===== src/rtl/portx_pkg.sv =====
package portx_pkg;

  localparam int FN_W = 3;

  typedef enum logic [FN_W-1:0] {
    FN_PORT  = 3'd0,
    FN_OE    = 3'd1,
    FN_CKE   = 3'd2,
    FN_CS    = 3'd3,
    FN_RAS   = 3'd4,
    FN_SDCLK = 3'd5,
    FN_WE    = 3'd6
  } pin_fn_e;

  typedef struct packed {
    logic expanded;
    logic oe_claim;
    logic contig;
    logic area4_dram;
    logic area5_dram;
    logic dram_ctl;
  } mux_cfg_t;

  typedef struct packed {
    logic       oe;
    logic       cke;
    logic [3:0] cs;
    logic [1:0] ras;
    logic       sdclk;
    logic       we;
  } strobe_t;

  // Layered priority: the DRAM-control pin first, then the bus functions when expanded, else port.
  function automatic pin_fn_e pick_fn(int idx, mux_cfg_t c, logic cs_on, logic dir);
    pin_fn_e f;
    f = FN_PORT;
    if (idx == 1 && c.dram_ctl) begin
      f = FN_SDCLK;
    end else if (c.expanded) begin
      case (idx)
        3: begin
          if (c.oe_claim) f = c.contig ? FN_CKE : FN_OE;
          else if (cs_on && dir) f = FN_CS;
        end
        2: if (cs_on && dir) f = FN_CS;
        1: if (cs_on && dir) f = c.area5_dram ? FN_RAS : FN_CS;
        0: if (cs_on && dir) f = c.contig ? FN_WE : (c.area4_dram ? FN_RAS : FN_CS);
        default: f = FN_PORT;
      endcase
    end
    return f;
  endfunction

endpackage


===== src/rtl/portx_regs.sv =====
module portx_regs #(
  parameter int NPINS = 4,
  parameter int DW    = 8,
  parameter int AW    = 2
) (
  input  logic             clk_i,
  input  logic             rst_ni,
  input  logic [AW-1:0]    reg_addr_i,
  input  logic             reg_wr_i,
  input  logic [DW-1:0]    reg_wdata_i,
  input  logic [NPINS-1:0] pin_in_i,
  output logic [NPINS-1:0] dir_o,
  output logic [NPINS-1:0] dat_o,
  output logic [DW-1:0]    reg_rdata_o
);

  localparam logic [AW-1:0] ADDR_DIR = AW'(0);
  localparam logic [AW-1:0] ADDR_DAT = AW'(1);
  localparam logic [AW-1:0] ADDR_PIN = AW'(2);
  localparam int            PAD_W    = DW - NPINS;

  logic [NPINS-1:0] dir_q, dat_q, pin_view;
  logic             dir_wr, dat_wr;
  logic             unused_wdata_hi;

  assign dir_wr          = reg_wr_i && (reg_addr_i == ADDR_DIR);
  assign dat_wr          = reg_wr_i && (reg_addr_i == ADDR_DAT);
  assign unused_wdata_hi = ^reg_wdata_i[DW-1:NPINS];

  always_ff @(posedge clk_i or negedge rst_ni) begin
    if (!rst_ni) begin
      dir_q <= '0;
      dat_q <= '0;
    end else begin
      if (dir_wr) dir_q <= reg_wdata_i[NPINS-1:0];
      if (dat_wr) dat_q <= reg_wdata_i[NPINS-1:0];
    end
  end

  // Outputs reflect the data latch; inputs reflect the pin level.
  assign pin_view = (dir_q & dat_q) | (~dir_q & pin_in_i);

  always_comb begin
    case (reg_addr_i)
      ADDR_DAT: reg_rdata_o = {{PAD_W{1'b0}}, dat_q};
      ADDR_PIN: reg_rdata_o = {{PAD_W{1'b0}}, pin_view};
      default:  reg_rdata_o = '0;
    endcase
  end

  assign dir_o = dir_q;
  assign dat_o = dat_q;

  AST_DIR_TAKES_WRITE: assert property (@(posedge clk_i) disable iff (!rst_ni)
    dir_wr |=> dir_q == $past(reg_wdata_i[NPINS-1:0]));
  AST_DAT_HOLDS: assert property (@(posedge clk_i) disable iff (!rst_ni)
    !dat_wr |=> $stable(dat_q));
  AST_DIR_READS_ZERO: assert property (@(posedge clk_i) disable iff (!rst_ni)
    (reg_addr_i == ADDR_DIR) |-> reg_rdata_o == '0);

endmodule


===== src/rtl/portx_pin_sel.sv =====
module portx_pin_sel
  import portx_pkg::*;
#(
  parameter int PIN_IDX = 0,
  parameter int NPINS   = 4
) (
  input  logic     clk_i,
  input  logic     rst_ni,
  input  mux_cfg_t cfg_i,
  input  strobe_t  st_i,
  input  logic     cs_on_i,
  input  logic     dir_i,
  input  logic     dat_i,
  output pin_fn_e  fn_o,
  output logic     out_o,
  output logic     oe_o
);

  localparam int RAS_SEL = PIN_IDX % 2;
  localparam int CS_SEL  = PIN_IDX % NPINS;

  pin_fn_e fn_w;
  logic    drv_raw, oe_raw;
  logic    unused_st;

  assign unused_st = ^st_i;
  assign fn_w      = pick_fn(PIN_IDX, cfg_i, cs_on_i, dir_i);

  always_comb begin
    drv_raw = dat_i;
    oe_raw  = 1'b1;
    case (fn_w)
      FN_OE:    drv_raw = st_i.oe;
      FN_CKE:   drv_raw = st_i.cke;
      FN_CS:    drv_raw = st_i.cs[CS_SEL];
      FN_RAS:   drv_raw = st_i.ras[RAS_SEL];
      FN_SDCLK: drv_raw = st_i.sdclk;
      FN_WE:    drv_raw = st_i.we;
      default: begin
        drv_raw = dat_i;
        oe_raw  = dir_i;
      end
    endcase
  end

  assign fn_o  = fn_w;
  assign out_o = drv_raw;
  assign oe_o  = rst_ni ? oe_raw : 1'b0;

  AST_CS_NEEDS_DIR: assert property (@(posedge clk_i) disable iff (!rst_ni)
    (fn_o == FN_CS || fn_o == FN_RAS || fn_o == FN_WE) |-> dir_i);
  AST_PORT_OUT_IS_DAT: assert property (@(posedge clk_i) disable iff (!rst_ni)
    (fn_o == FN_PORT) |-> (oe_o == dir_i && out_o == dat_i));
  AST_BUS_FN_DRIVES: assert property (@(posedge clk_i) disable iff (!rst_ni)
    (fn_o != FN_PORT) |-> oe_o);

  if (PIN_IDX == 1) begin : g_sdclk_chk
    AST_SDCLK_WINS: assert property (@(posedge clk_i) disable iff (!rst_ni)
      cfg_i.dram_ctl |-> (fn_o == FN_SDCLK && out_o == st_i.sdclk));
  end

endmodule


===== src/rtl/portx_pinmux.sv =====
module portx_pinmux
  import portx_pkg::*;
#(
  parameter int NPINS = 4,
  parameter int DW    = 8,
  parameter int AW    = 2
) (
  input  logic               clk_i,
  input  logic               rst_ni,
  input  logic [AW-1:0]      reg_addr_i,
  input  logic               reg_wr_i,
  input  logic [DW-1:0]      reg_wdata_i,
  output logic [DW-1:0]      reg_rdata_o,
  input  logic               single_chip_i,
  input  logic               exp_en_i,
  input  logic [NPINS-1:0]   cs_en_i,
  input  logic               oe_en_i,
  input  logic               oe_sel_i,
  input  logic               area4_dram_i,
  input  logic               area5_dram_i,
  input  logic               sdram_contig_i,
  input  logic               dram_ctl_i,
  input  logic               oe_strobe_i,
  input  logic               cke_strobe_i,
  input  logic [NPINS-1:0]   cs_strobe_i,
  input  logic [1:0]         ras_strobe_i,
  input  logic               sdclk_i,
  input  logic               we_i,
  input  logic [NPINS-1:0]   pin_in_i,
  output logic [NPINS-1:0]   pin_out_o,
  output logic [NPINS-1:0]   pin_oe_o,
  output logic [NPINS*FN_W-1:0] pin_func_o
);

  logic [NPINS-1:0] dir_w, dat_w;
  logic             expanded, oe_claim;
  mux_cfg_t         cfg;
  strobe_t          st;
  pin_fn_e          fn_w [NPINS];

  assign expanded = !single_chip_i || exp_en_i;
  assign oe_claim = oe_en_i && oe_sel_i;

  assign cfg = '{expanded:   expanded,
                 oe_claim:   oe_claim,
                 contig:     sdram_contig_i,
                 area4_dram: area4_dram_i,
                 area5_dram: area5_dram_i,
                 dram_ctl:   dram_ctl_i};

  assign st = '{oe: oe_strobe_i, cke: cke_strobe_i, cs: cs_strobe_i,
                ras: ras_strobe_i, sdclk: sdclk_i, we: we_i};

  portx_regs #(.NPINS(NPINS), .DW(DW), .AW(AW)) regs_i (
    .clk_i       (clk_i),
    .rst_ni      (rst_ni),
    .reg_addr_i  (reg_addr_i),
    .reg_wr_i    (reg_wr_i),
    .reg_wdata_i (reg_wdata_i),
    .pin_in_i    (pin_in_i),
    .dir_o       (dir_w),
    .dat_o       (dat_w),
    .reg_rdata_o (reg_rdata_o)
  );

  for (genvar i = 0; i < NPINS; i++) begin : g_pin
    portx_pin_sel #(.PIN_IDX(i), .NPINS(NPINS)) sel_i (
      .clk_i   (clk_i),
      .rst_ni  (rst_ni),
      .cfg_i   (cfg),
      .st_i    (st),
      .cs_on_i (cs_en_i[i]),
      .dir_i   (dir_w[i]),
      .dat_i   (dat_w[i]),
      .fn_o    (fn_w[i]),
      .out_o   (pin_out_o[i]),
      .oe_o    (pin_oe_o[i])
    );
    assign pin_func_o[i*FN_W +: FN_W] = fn_w[i];
  end

  always_comb begin
    if (!rst_ni) begin
      AST_RST_QUIET: assert (pin_oe_o == '0);
    end
  end

  AST_SINGLE_PORT: assert property (@(posedge clk_i) disable iff (!rst_ni)
    (!expanded && !dram_ctl_i) |-> pin_func_o == '0);
  AST_OE_CLAIM: assert property (@(posedge clk_i) disable iff (!rst_ni)
    (expanded && oe_claim) |-> pin_oe_o[NPINS-1]);

endmodule


===== config.mk =====
export PLATFORM = sky130hd
export DESIGN_NAME = portx_pinmux
export DESIGN_NICKNAME = d
export VERILOG_FILES = /design/src/rtl/portx_pkg.sv /design/src/rtl/portx_regs.sv /design/src/rtl/portx_pin_sel.sv /design/src/rtl/portx_pinmux.sv
export SDC_FILE = /design/constraint.sdc
export NUM_CORES = 1
export LEC_CHECK = 0
export BUFFER_PORTS_ARGS = -buffer_cell sky130_fd_sc_hd__buf_2
export CORE_AREA = 5 5 52 54
export CTS_CLUSTER_SIZE = 25
export DETAILED_ROUTE_END_ITERATION = 6
export DIE_AREA = 0 0 57 59
export PLACE_DENSITY = 0.73
export SLEW_MARGIN = 30
export SYNTH_ARGS = -nofsm -noshare
export SYNTH_HDL_FRONTEND = slang
export SYNTH_HIERARCHICAL = 1
export SYNTH_SLANG_ARGS = --single-unit

===== constraint.sdc =====
create_clock -name clk_i -period 1.4 [get_ports clk_i]
set_clock_uncertainty 0.1 [all_clocks]
set_input_delay 0.14 -clock clk_i [delete_from_list [all_inputs] [get_ports clk_i]]
set_output_delay 0.14 -clock clk_i [all_outputs]
set_load 0.05 [all_outputs]

Word level (Yosys, flattened, before mapping)
Index checks and enable logic that the tools add are counted.
{"block": "totals", "regBits": 8, "in_bits": 39, "out_inout_bits": 28, "wordCells": 73}
{"block": "op_classes", "eq_ne": 26, "mux": 27, "n_bitwise": 4, "n_reduce_logical": 14}
{"operator": "$eq 3x3->1 const B", "count": 12}
{"operator": "$mux 3", "count": 11}
{"operator": "$eq 3x2->1 const B", "count": 8}
{"operator": "$pmux 1 s6", "count": 4}
{"operator": "$reduce_or 6->1", "count": 4}
{"operator": "$eq 3x1->1 const B", "count": 4}
{"operator": "$and 4x4->4", "count": 2}
{"operator": "$mux 1", "count": 8}
{"operator": "$pmux 4 s2", "count": 1}
{"operator": "$logic_and 1x1->1", "count": 7}
{"operator": "$mux 2", "count": 3}
{"operator": "$not 4->4", "count": 1}
{"operator": "$or 4x4->4", "count": 1}
{"operator": "$eq 2x1->1 const B", "count": 1}
{"operator": "$eq 2x2->1 const B", "count": 1}
{"operator": "$logic_not 2->1", "count": 1}
{"operator": "$logic_not 1->1", "count": 1}
{"operator": "$logic_or 1x1->1", "count": 1}

Depth between registers and ports, before layout
Gate-level depths: netlist of run 1.
{"block": "logic_depth", "word_depth": 8, "depth_mapped": 4, "mapped_depth_nobuf": 4}

Modules after synthesis
Netlist of run 1, hierarchy kept.
{"module": "portx_regs", "n_inst": 1, "cells_each": 42, "area_each_um2": 479.2, "seq_area_each_um2": 200.2}
{"module": "portx_pin_sel (g_pin[3].sel_i)", "n_inst": 1, "cells_each": 15, "area_each_um2": 98.8, "seq_area_each_um2": 0.0}
{"module": "portx_pin_sel (g_pin[1].sel_i)", "n_inst": 1, "cells_each": 9, "area_each_um2": 77.6, "seq_area_each_um2": 0.0}
{"module": "portx_pin_sel (g_pin[0].sel_i)", "n_inst": 1, "cells_each": 11, "area_each_um2": 62.6, "seq_area_each_um2": 0.0}
{"module": "portx_pin_sel (g_pin[2].sel_i)", "n_inst": 1, "cells_each": 6, "area_each_um2": 52.6, "seq_area_each_um2": 0.0}
{"module": "portx_pinmux", "n_inst": 1, "cells_each": 2, "area_each_um2": 12.5, "seq_area_each_um2": 0.0}

Least setup slack after synthesis of run 1
No wires, ideal clock.
{"block": "synth_path", "path_type": "input to output", "startpoint": "input port reg_addr_i[0]", "endpoint": "output port reg_rdata_o[0]", "t_arrival_ns": 1.822, "required_time_ns": 1.160, "slack_ns": -0.662, "stages": 4, "path_buffers": 0, "path_cell_list": "inv_1 > ha_1 > nand2_1 > o32ai_1"}
{"block": "synth_via", "elab_chain_cells": 2, "word_cells_on_any_way": 3, "cone_classes": "2 x eq/ne; 1 x mux"}
{"item": "from (decl)", "line_no": "portx_pinmux.sv:10", "source": "input logic [AW-1:0] reg_addr_i,"}
{"item": "$eq 2x2->1 or $eq 2x1->1 (tied branches)", "line_no": "portx_regs.sv:44", "source": "case (reg_addr_i)"}
{"item": "$pmux 4 s2 (*)", "line_no": "portx_regs.sv:44"}
{"item": "to (decl)", "line_no": "portx_pinmux.sv:13", "source": "output logic [DW-1:0] reg_rdata_o,"}
Mark *: on every way between the ends. The rest lies on a longest branch, timed or not.

Worst setup path in the final report of run 1
{"block": "layout_path", "startpoint": "register regs_i.dir_q[3], in the netlist regs_i/dir_o[3]", "endpoint": "output port pin_out_o[3]"}
{"block": "layout_via", "elab_chain_cells": 6, "word_cells_on_any_way": 11, "cone_classes": "6 x eq/ne; 4 x mux; 1 x reduce/logical"}
{"item": "from (decl)", "line_no": "portx_regs.sv:22", "source": "logic [NPINS-1:0] dir_q, dat_q, pin_view;"}
{"item": "from (signal assigned)", "line_no": "portx_regs.sv:35", "source": "if (dir_wr) dir_q <= reg_wdata_i[NPINS-1:0];"}
{"item": "$logic_and 1x1->1 (*)", "line_no": "portx_pkg.sv:43", "source": "else if (cs_on && dir) f = FN_CS;"}
{"item": "$mux 2 (*)", "line_no": "portx_pkg.sv:43"}
{"item": "$mux 3 (*)", "line_no": "portx_pkg.sv:42", "source": "if (c.oe_claim) f = c.contig ? FN_CKE : FN_OE;"}
{"item": "$mux 3 (*)", "line_no": "portx_pkg.sv:39", "source": "end else if (c.expanded) begin"}
{"item": "$eq 3x3->1, or another cell as far along", "line_no": "portx_pin_sel.sv:32", "source": "case (fn_w)"}
{"item": "$pmux 1 s6 (*)", "line_no": "portx_pin_sel.sv:32"}
{"item": "to (decl)", "line_no": "portx_pinmux.sv:30", "source": "output logic [NPINS-1:0] pin_out_o,"}
Marked as above.

==> results of run 1 <==
-- state kept, by name, indices dropped and copies added (netlist names) --
name and cells:
regs_i/dir_o 4, regs_i/dat_o 4
-- kinds of logic after synthesis --
logic type               count (synthesis)  share of synthesized area
adder cells (fa/ha/maj)                  3                     0.0479
flip-flops                               8                      0.256
AND/OR/NAND/NOR                         25                      0.187
other                                    3                     0.0144
buffers and inverters                   12                     0.0911
multiplexers                            17                      0.259
AO/OA/AOI/OAI                           17                      0.145
-- cell usage after synthesis (2+ instances only) --
master    n  share of area
mux2_4    5          0.096
nand3_1   5          0.032
inv_1     5          0.024
o21ai_0   3          0.019
a21oi_1   4          0.026
o21ai_1   2          0.013
conb_1    3          0.014
mux2i_1   6          0.077
nand2_1   6          0.029
nor2_1    2         0.0096
buf_4     7          0.067
dfrtp_1   8           0.26
ha_1      3          0.048
a21boi_0  2          0.019
nor3_1    2          0.013
mux2_1    2          0.029
nand2b_1  2          0.016
and2_1    2          0.016
mux2_2    4          0.058
-- per-stage QoR --
step / setup slack (ns) / cell area [um2] / total power, mW / hold slack (ns) / cells
2_1_floorplan: -0.231 / 858 / 0.860 / -0.256 / 88
3_3_place_gp: -0.0591 / 1190 / 1.02 / -0.0899 / 174
3_5_place_dp: -0.0626 / 1190 / 1.03 / -0.0790 / 174
4_1_cts: -0.137 / 1390 / 1.36 / 0.0109 / 181
5_1_grt: -0.202 / 1460 / 1.49 / 0.0162 / 184
6_report: -0.149 / 1460 / 1.41 / 0.0197 / 184
-- worst min-delay path by stage --
stage / to / slack (ns) / cells past startpoint
CTS: regs_i/dat_o[0] / 0.01 / 2
global route: regs_i/dat_o[2] / 0.02 / 2
floorplan: regs_i/dat_o[0] / -0.26 / 0
global placement: regs_i/dir_o[1] / -0.09 / 1
finish: regs_i/dat_o[0] / 0.02 / 2
detailed placement: regs_i/dir_o[1] / -0.08 / 1
-- worst max-delay path, stage by stage (launching register included) --
cell,delay [ns]
dfrtp_2,0.44
a21oi_2,0.16
a41oi_2,0.05
o221a_2,0.25
buf_6,0.15
-- cells in the final DEF (no fill, tap or decap), types with 2 or more instances in the layout --
cell,instances
clkbuf_4,3
buf_2,37
nand2_1,5
buf_6,20
mux2_2,4
a21oi_2,2
mux2_1,2
inv_1,5
ha_1,3
buf_4,11
conb_1,6
dfrtp_2,4
nand3_1,4
and2_1,2
nor3_4,2
mux2i_1,5
dfrtp_1,4
mux2_4,5
o21ai_2,5
a21oi_1,2
nand2_2,2
a21boi_2,2
buf_8,3
-- cell type report --
| class | count | area share |
|---|---|---|
| Clock buffer | 3 | 0.0154 |
| Multi-Input combinational cell | 68 | 0.431 |
| Timing Repair Buffer | 72 | 0.376 |
| Inverter | 5 | 0.0129 |
| Sequential cell | 8 | 0.141 |
| Tap cell | 28 | 0.0240 |
-- power by group through the flow --
| stage | Sequential [mW] | Clock, mW | Combinational, mW |
|---|---|---|---|
| global placement | 0.334 | 0 | 0.683 |
| detailed placement | 0.338 | 0 | 0.696 |
| floorplan | 0.323 | 0 | 0.538 |
| global route | 0.347 | 0.214 | 0.925 |
| CTS | 0.336 | 0.203 | 0.824 |
| finish | 0.337 | 0.190 | 0.880 |
-- routing by layer --
| metal | track usage | vias up |
|---|---|---|
| li1 | - | 432 |
| met3 | 0.0283 | 0 |
| met1 | 0.150 | 416 |
| met5 | 0 | - |
| met2 | 0.308 | 42 |
| met4 | 0.0397 | 0 |
-- repair_timing --
| item | 4_1_cts | 5_1_grt |
|---|---|---|
| cloned | 0 | 0 |
| hold buffers | 1 | 0 |
| endpoints found under the hold margin | 8 | 0 |
| endpoints found under the setup margin | 18 | 19 |
| buffers inserted | 3 | 3 |
| resized for setup | 44 | 14 |
| pin swaps | 5 | 2 |
==> results.toml, run 1 <==
[cts]
tritoncts = "done"
cts.clk_slew.worst_paths_ns = 0.06
htree_levels = 1
cts_sinks = 8
cts_made_buffers = 3
worst_skew_pair.late_latency_ns = 0.26
cts_buffer_depth = 2
root_buffer = "clkbuf_4"

[power]
pwr-share-comb = 0.625
p_clk_frac = 0.135
p_sw_frac = 0.459
ir_worst_vdd_v = 0.000719
p_int_uw = 761
pwr-share-seq = 0.239
p_per_area_mw_per_mm2 = 964
p_switching_uw = 646
leakagePower_nw = 0.734

[route]
routed_via_density = 4.84
drt_iter0_markers = 17
top_layer = "met3"
drc = 0
wirelength_met1_um = 972
ant_nets = 0
wl_met3_um = 204
drt_wl_total_um = 2640
wl_met2_um = 1460
dr_total_vias = 890
drt-wirelength-per-cell_um = 14.3
firstDrtPassIters = 4

[timing]
max_freq_mhz = 646
rsz0062_at_grt = "yes"
finalWorstSetupSlack_ns = -0.149
finalCriticalPeriod_ns = 1.55
setup_violations = 14
slew_violations = 0
finalHoldViolCount = 0
timing.setup.tns_ns = -1.00
fin_crit_sh = 1.11

[yosys]
syn_inst = 85
synth_edf_count = 0
ys_seq_elements = 8
syn_avg_cell_area_um2 = 9.21
ys.flop_type = "dfrtp_1"
yosysWarningCount = 6
synthDistinctLibCells = 31
async_flop_share = 1.00
synth.yosys.seq_area_share = 0.256
synthesis.area_um2 = 783

[place]
numPortBuffers = 56
dp_hpwl_um = 1930
gp_congestion = 0.777

[setup_path]
ff2ff_setup_slack_ns = 0.35
crit_end = "pin_out_o[3]"
ff2ff_path_depth = 2
cp_max_fo = 5
startpoint_type = "flop"
endpoint_kind = "output port"
critPathKind = "flop to output port"
rr_endpoint = "regs_i/dir_o[1]"
crit_arrival_ns = 1.31
required_ns = 1.16
reg2reg_from = "regs_i/dir_o[1]"
crit_start = "regs_i/dir_o[3]"

[worst_hold_path]
hold_class = "input port to flop"
hold_path_startpoint = "reg_wdata_i[0]"

[grt]
first_global_vias = 938
antenna_found_initial = 0
grt_max_degree = 11
grt_first_pass_wirelength_um = 3940
gr-total-overflow = 0
grt_usage = 0.149

[final_layout]
syn2layout_area_growth_pct = 86.3
drive_above_1_share = 0.718
num_antenna_cells = 0
multi_input_comb_area_um2 = 629
fin_nets = 200
n_fill_cell = 189
final-seq-area_um2 = 205
final_core_util = 0.672

[floorplan]
die_w_um = 57
dieArea_mm2 = 0.00336
initial_core_util = 0.361
io_pins = 67
core_area_mm2 = 0.00217
die-height_um = 59
rows = 17

[status]
violations = "setup timing"
outcome = "finished, violations left"

[job]
max-cap-violations = 0
Power figures use the tool's default switching activity.
==> run 2, diff against run 1 <==
- CTS_CLUSTER_SIZE: 25 -> 14
- clock period: 1.4 -> 1.66 ns (I/O delays scaled with it)
==> run 2 against run 1 <==
  * The run now ends clean
  * Clock power down 22%
  * Largest power group unchanged
  * Register-to-register slack improved by 0.29 ns
  * Total power shrank 28%
  * Die area did not move
  * Combinational power decreased by 35%
  * First-iteration DRC count down 18%
==> results.toml, run 2 (same netlist as run 1, synthesis figures left out) <==
[place]
gp_congestion = 0.784
place_inst = 166
dp_hpwl_um = 1930
placed_area_mm2 = 0.00109
numPortBuffers = 56
place_worst_setup_slack_ns = 0.0806

[timing]
slew_violations = 0
finalWorstSetupSlack_ns = 0.0455
finalCriticalPeriod_ns = 1.61
setup_violations = 0
hold_ws_ns = 0.0602
rsz0062_at_grt = "no"
max_freq_mhz = 619
fin_crit_sh = 0.973
finalHoldViolCount = 0

[power]
p_switching_uw = 486
p_sw_frac = 0.483
p_int_uw = 521
p_clk_frac = 0.147
p_per_area_mw_per_mm2 = 872
ir_worst_vdd_v = 0.000458
pwr-share-seq = 0.284
pwr-share-comb = 0.569
total_power_mw = 1.01
leakagePower_nw = 0.629

[floorplan]
io_pins = 67
die-height_um = 59
dieArea_mm2 = 0.00336
initial_core_util = 0.361
rows = 17
die_w_um = 57
core_area_mm2 = 0.00217

[setup_path]
cp_max_fo = 5
crit_start = "reg_addr_i[0]"
cp_common_cell = "buf_2"
ff2ff_setup_slack_ns = 0.64
crit_arrival_ns = 1.35
endpoint_kind = "output port"
max_stage_delay_ns = 0.37
ff2ff_path_depth = 2
slowest_stage = "ha_1"
cp_num_buf_inv = 3
startpoint_type = "input port"
critical-path-top-delay-family = "buffers and inverters"
reg2reg_from = "regs_i/dir_o[2]"
critPathKind = "input port to output port"
required_ns = 1.39
critical_path.cell_chain = "buf_2, inv_1, ha_1, nand2_1, o21ai_0, buf_2"
rr_endpoint = "regs_i/dir_o[2]"

[route]
drt_iter0_markers = 14
drt_wl_total_um = 2390
ant_nets = 0
firstDrtPassIters = 4
drc = 0
drt-wirelength-per-cell_um = 13.9
routed_via_density = 4.89
dr_total_vias = 836

[final_layout]
n_fill_cell = 222
fin_cells = 171
num_antenna_cells = 0
most-common-layout-cells = "52 x buf_2, 6 x mux2i_1, 6 x nand2_1, 6 x conb_1, 6 x dfrtp_1"
syn2layout_area_growth_pct = 47.4
drive_above_1_share = 0.587
final_common_cell = "buf_2"
fin_nets = 187
final_cell_area_mm2 = 0.00115

[worst_hold_path]
hold_path_depth = 2
min_to = "regs_i/dat_o[1]"
hold_class = "input port to flop"
hold_path_startpoint = "reg_wdata_i[1]"

[cts]
htree_levels = 1
cts_sinks = 8
cts_buffer_depth = 2
cts.clk_slew.worst_paths_ns = 0.06
worst_skew_pair.late_latency_ns = 0.25
cts_made_buffers = 3
root_buffer = "clkbuf_4"
tritoncts = "done"

[grt]
antenna_found_initial = 0
first_global_vias = 887
grt_first_pass_wirelength_um = 3870
grt_max_degree = 11
gr-total-overflow = 0
grt_usage = 0.146

[job]
max-cap-violations = 0

[status]
outcome = "finished, final reports clean"
-- run 2: final cells by class --
type | count | area, um2 | area share
multi-input cells | 68 | 557 | 0.482
repair buffers | 59 | 319 | 0.276
flip-flops and latches | 8 | 203 | 0.176
well taps | 28 | 35.0 | 0.0303
clock buffers | 3 | 22.5 | 0.0195
inverters | 5 | 18.8 | 0.0163
-- run 2: worst max path at each step --
stage,endpoint,depth (start not counted)
after floorplan,reg_rdata_o[1],4
after global placement,reg_rdata_o[0],6
after detailed placement,reg_rdata_o[0],6
after CTS,pin_out_o[1],4
after global routing,reg_rdata_o[3],6
final,reg_rdata_o[1],6
-- run 2: stage by stage --
step	TNS (ns)	util
CTS	0	0.518
global route	0	0.532
floorplan	-1.08	-
finish	0	0.532
global placement	0	0.502
detailed placement	0	0.502
-- run 2: routing by layer --
metal | share of wire | vias up | track usage
met3 | 0.10 | 2 | 0.0414
met2 | 0.50 | 45 | 0.263
met1 | 0.39 | 380 | 0.170
met4 | 0.0046 | 0 | 0.0397
li1 | - | 409 | -
met5 | 0 | - | 0
-- run 2: power groups by stage --
stage	logic (mW)	registers (mW)	clock network, mW
floorplan	0.434	0.272	0
global placement	0.536	0.283	0
detailed placement	0.548	0.285	0
CTS	0.555	0.282	0.156
global route	0.608	0.294	0.166
finish	0.573	0.286	0.148
-- run 2: timing repair --
item | CTS | global route
setup buffers | 0 | 1
hold buffers | 1 | 0
endpoints found under the setup margin | 1 | 8
resized for setup | 1 | 9
endpoints found under the hold margin | 8 | 0
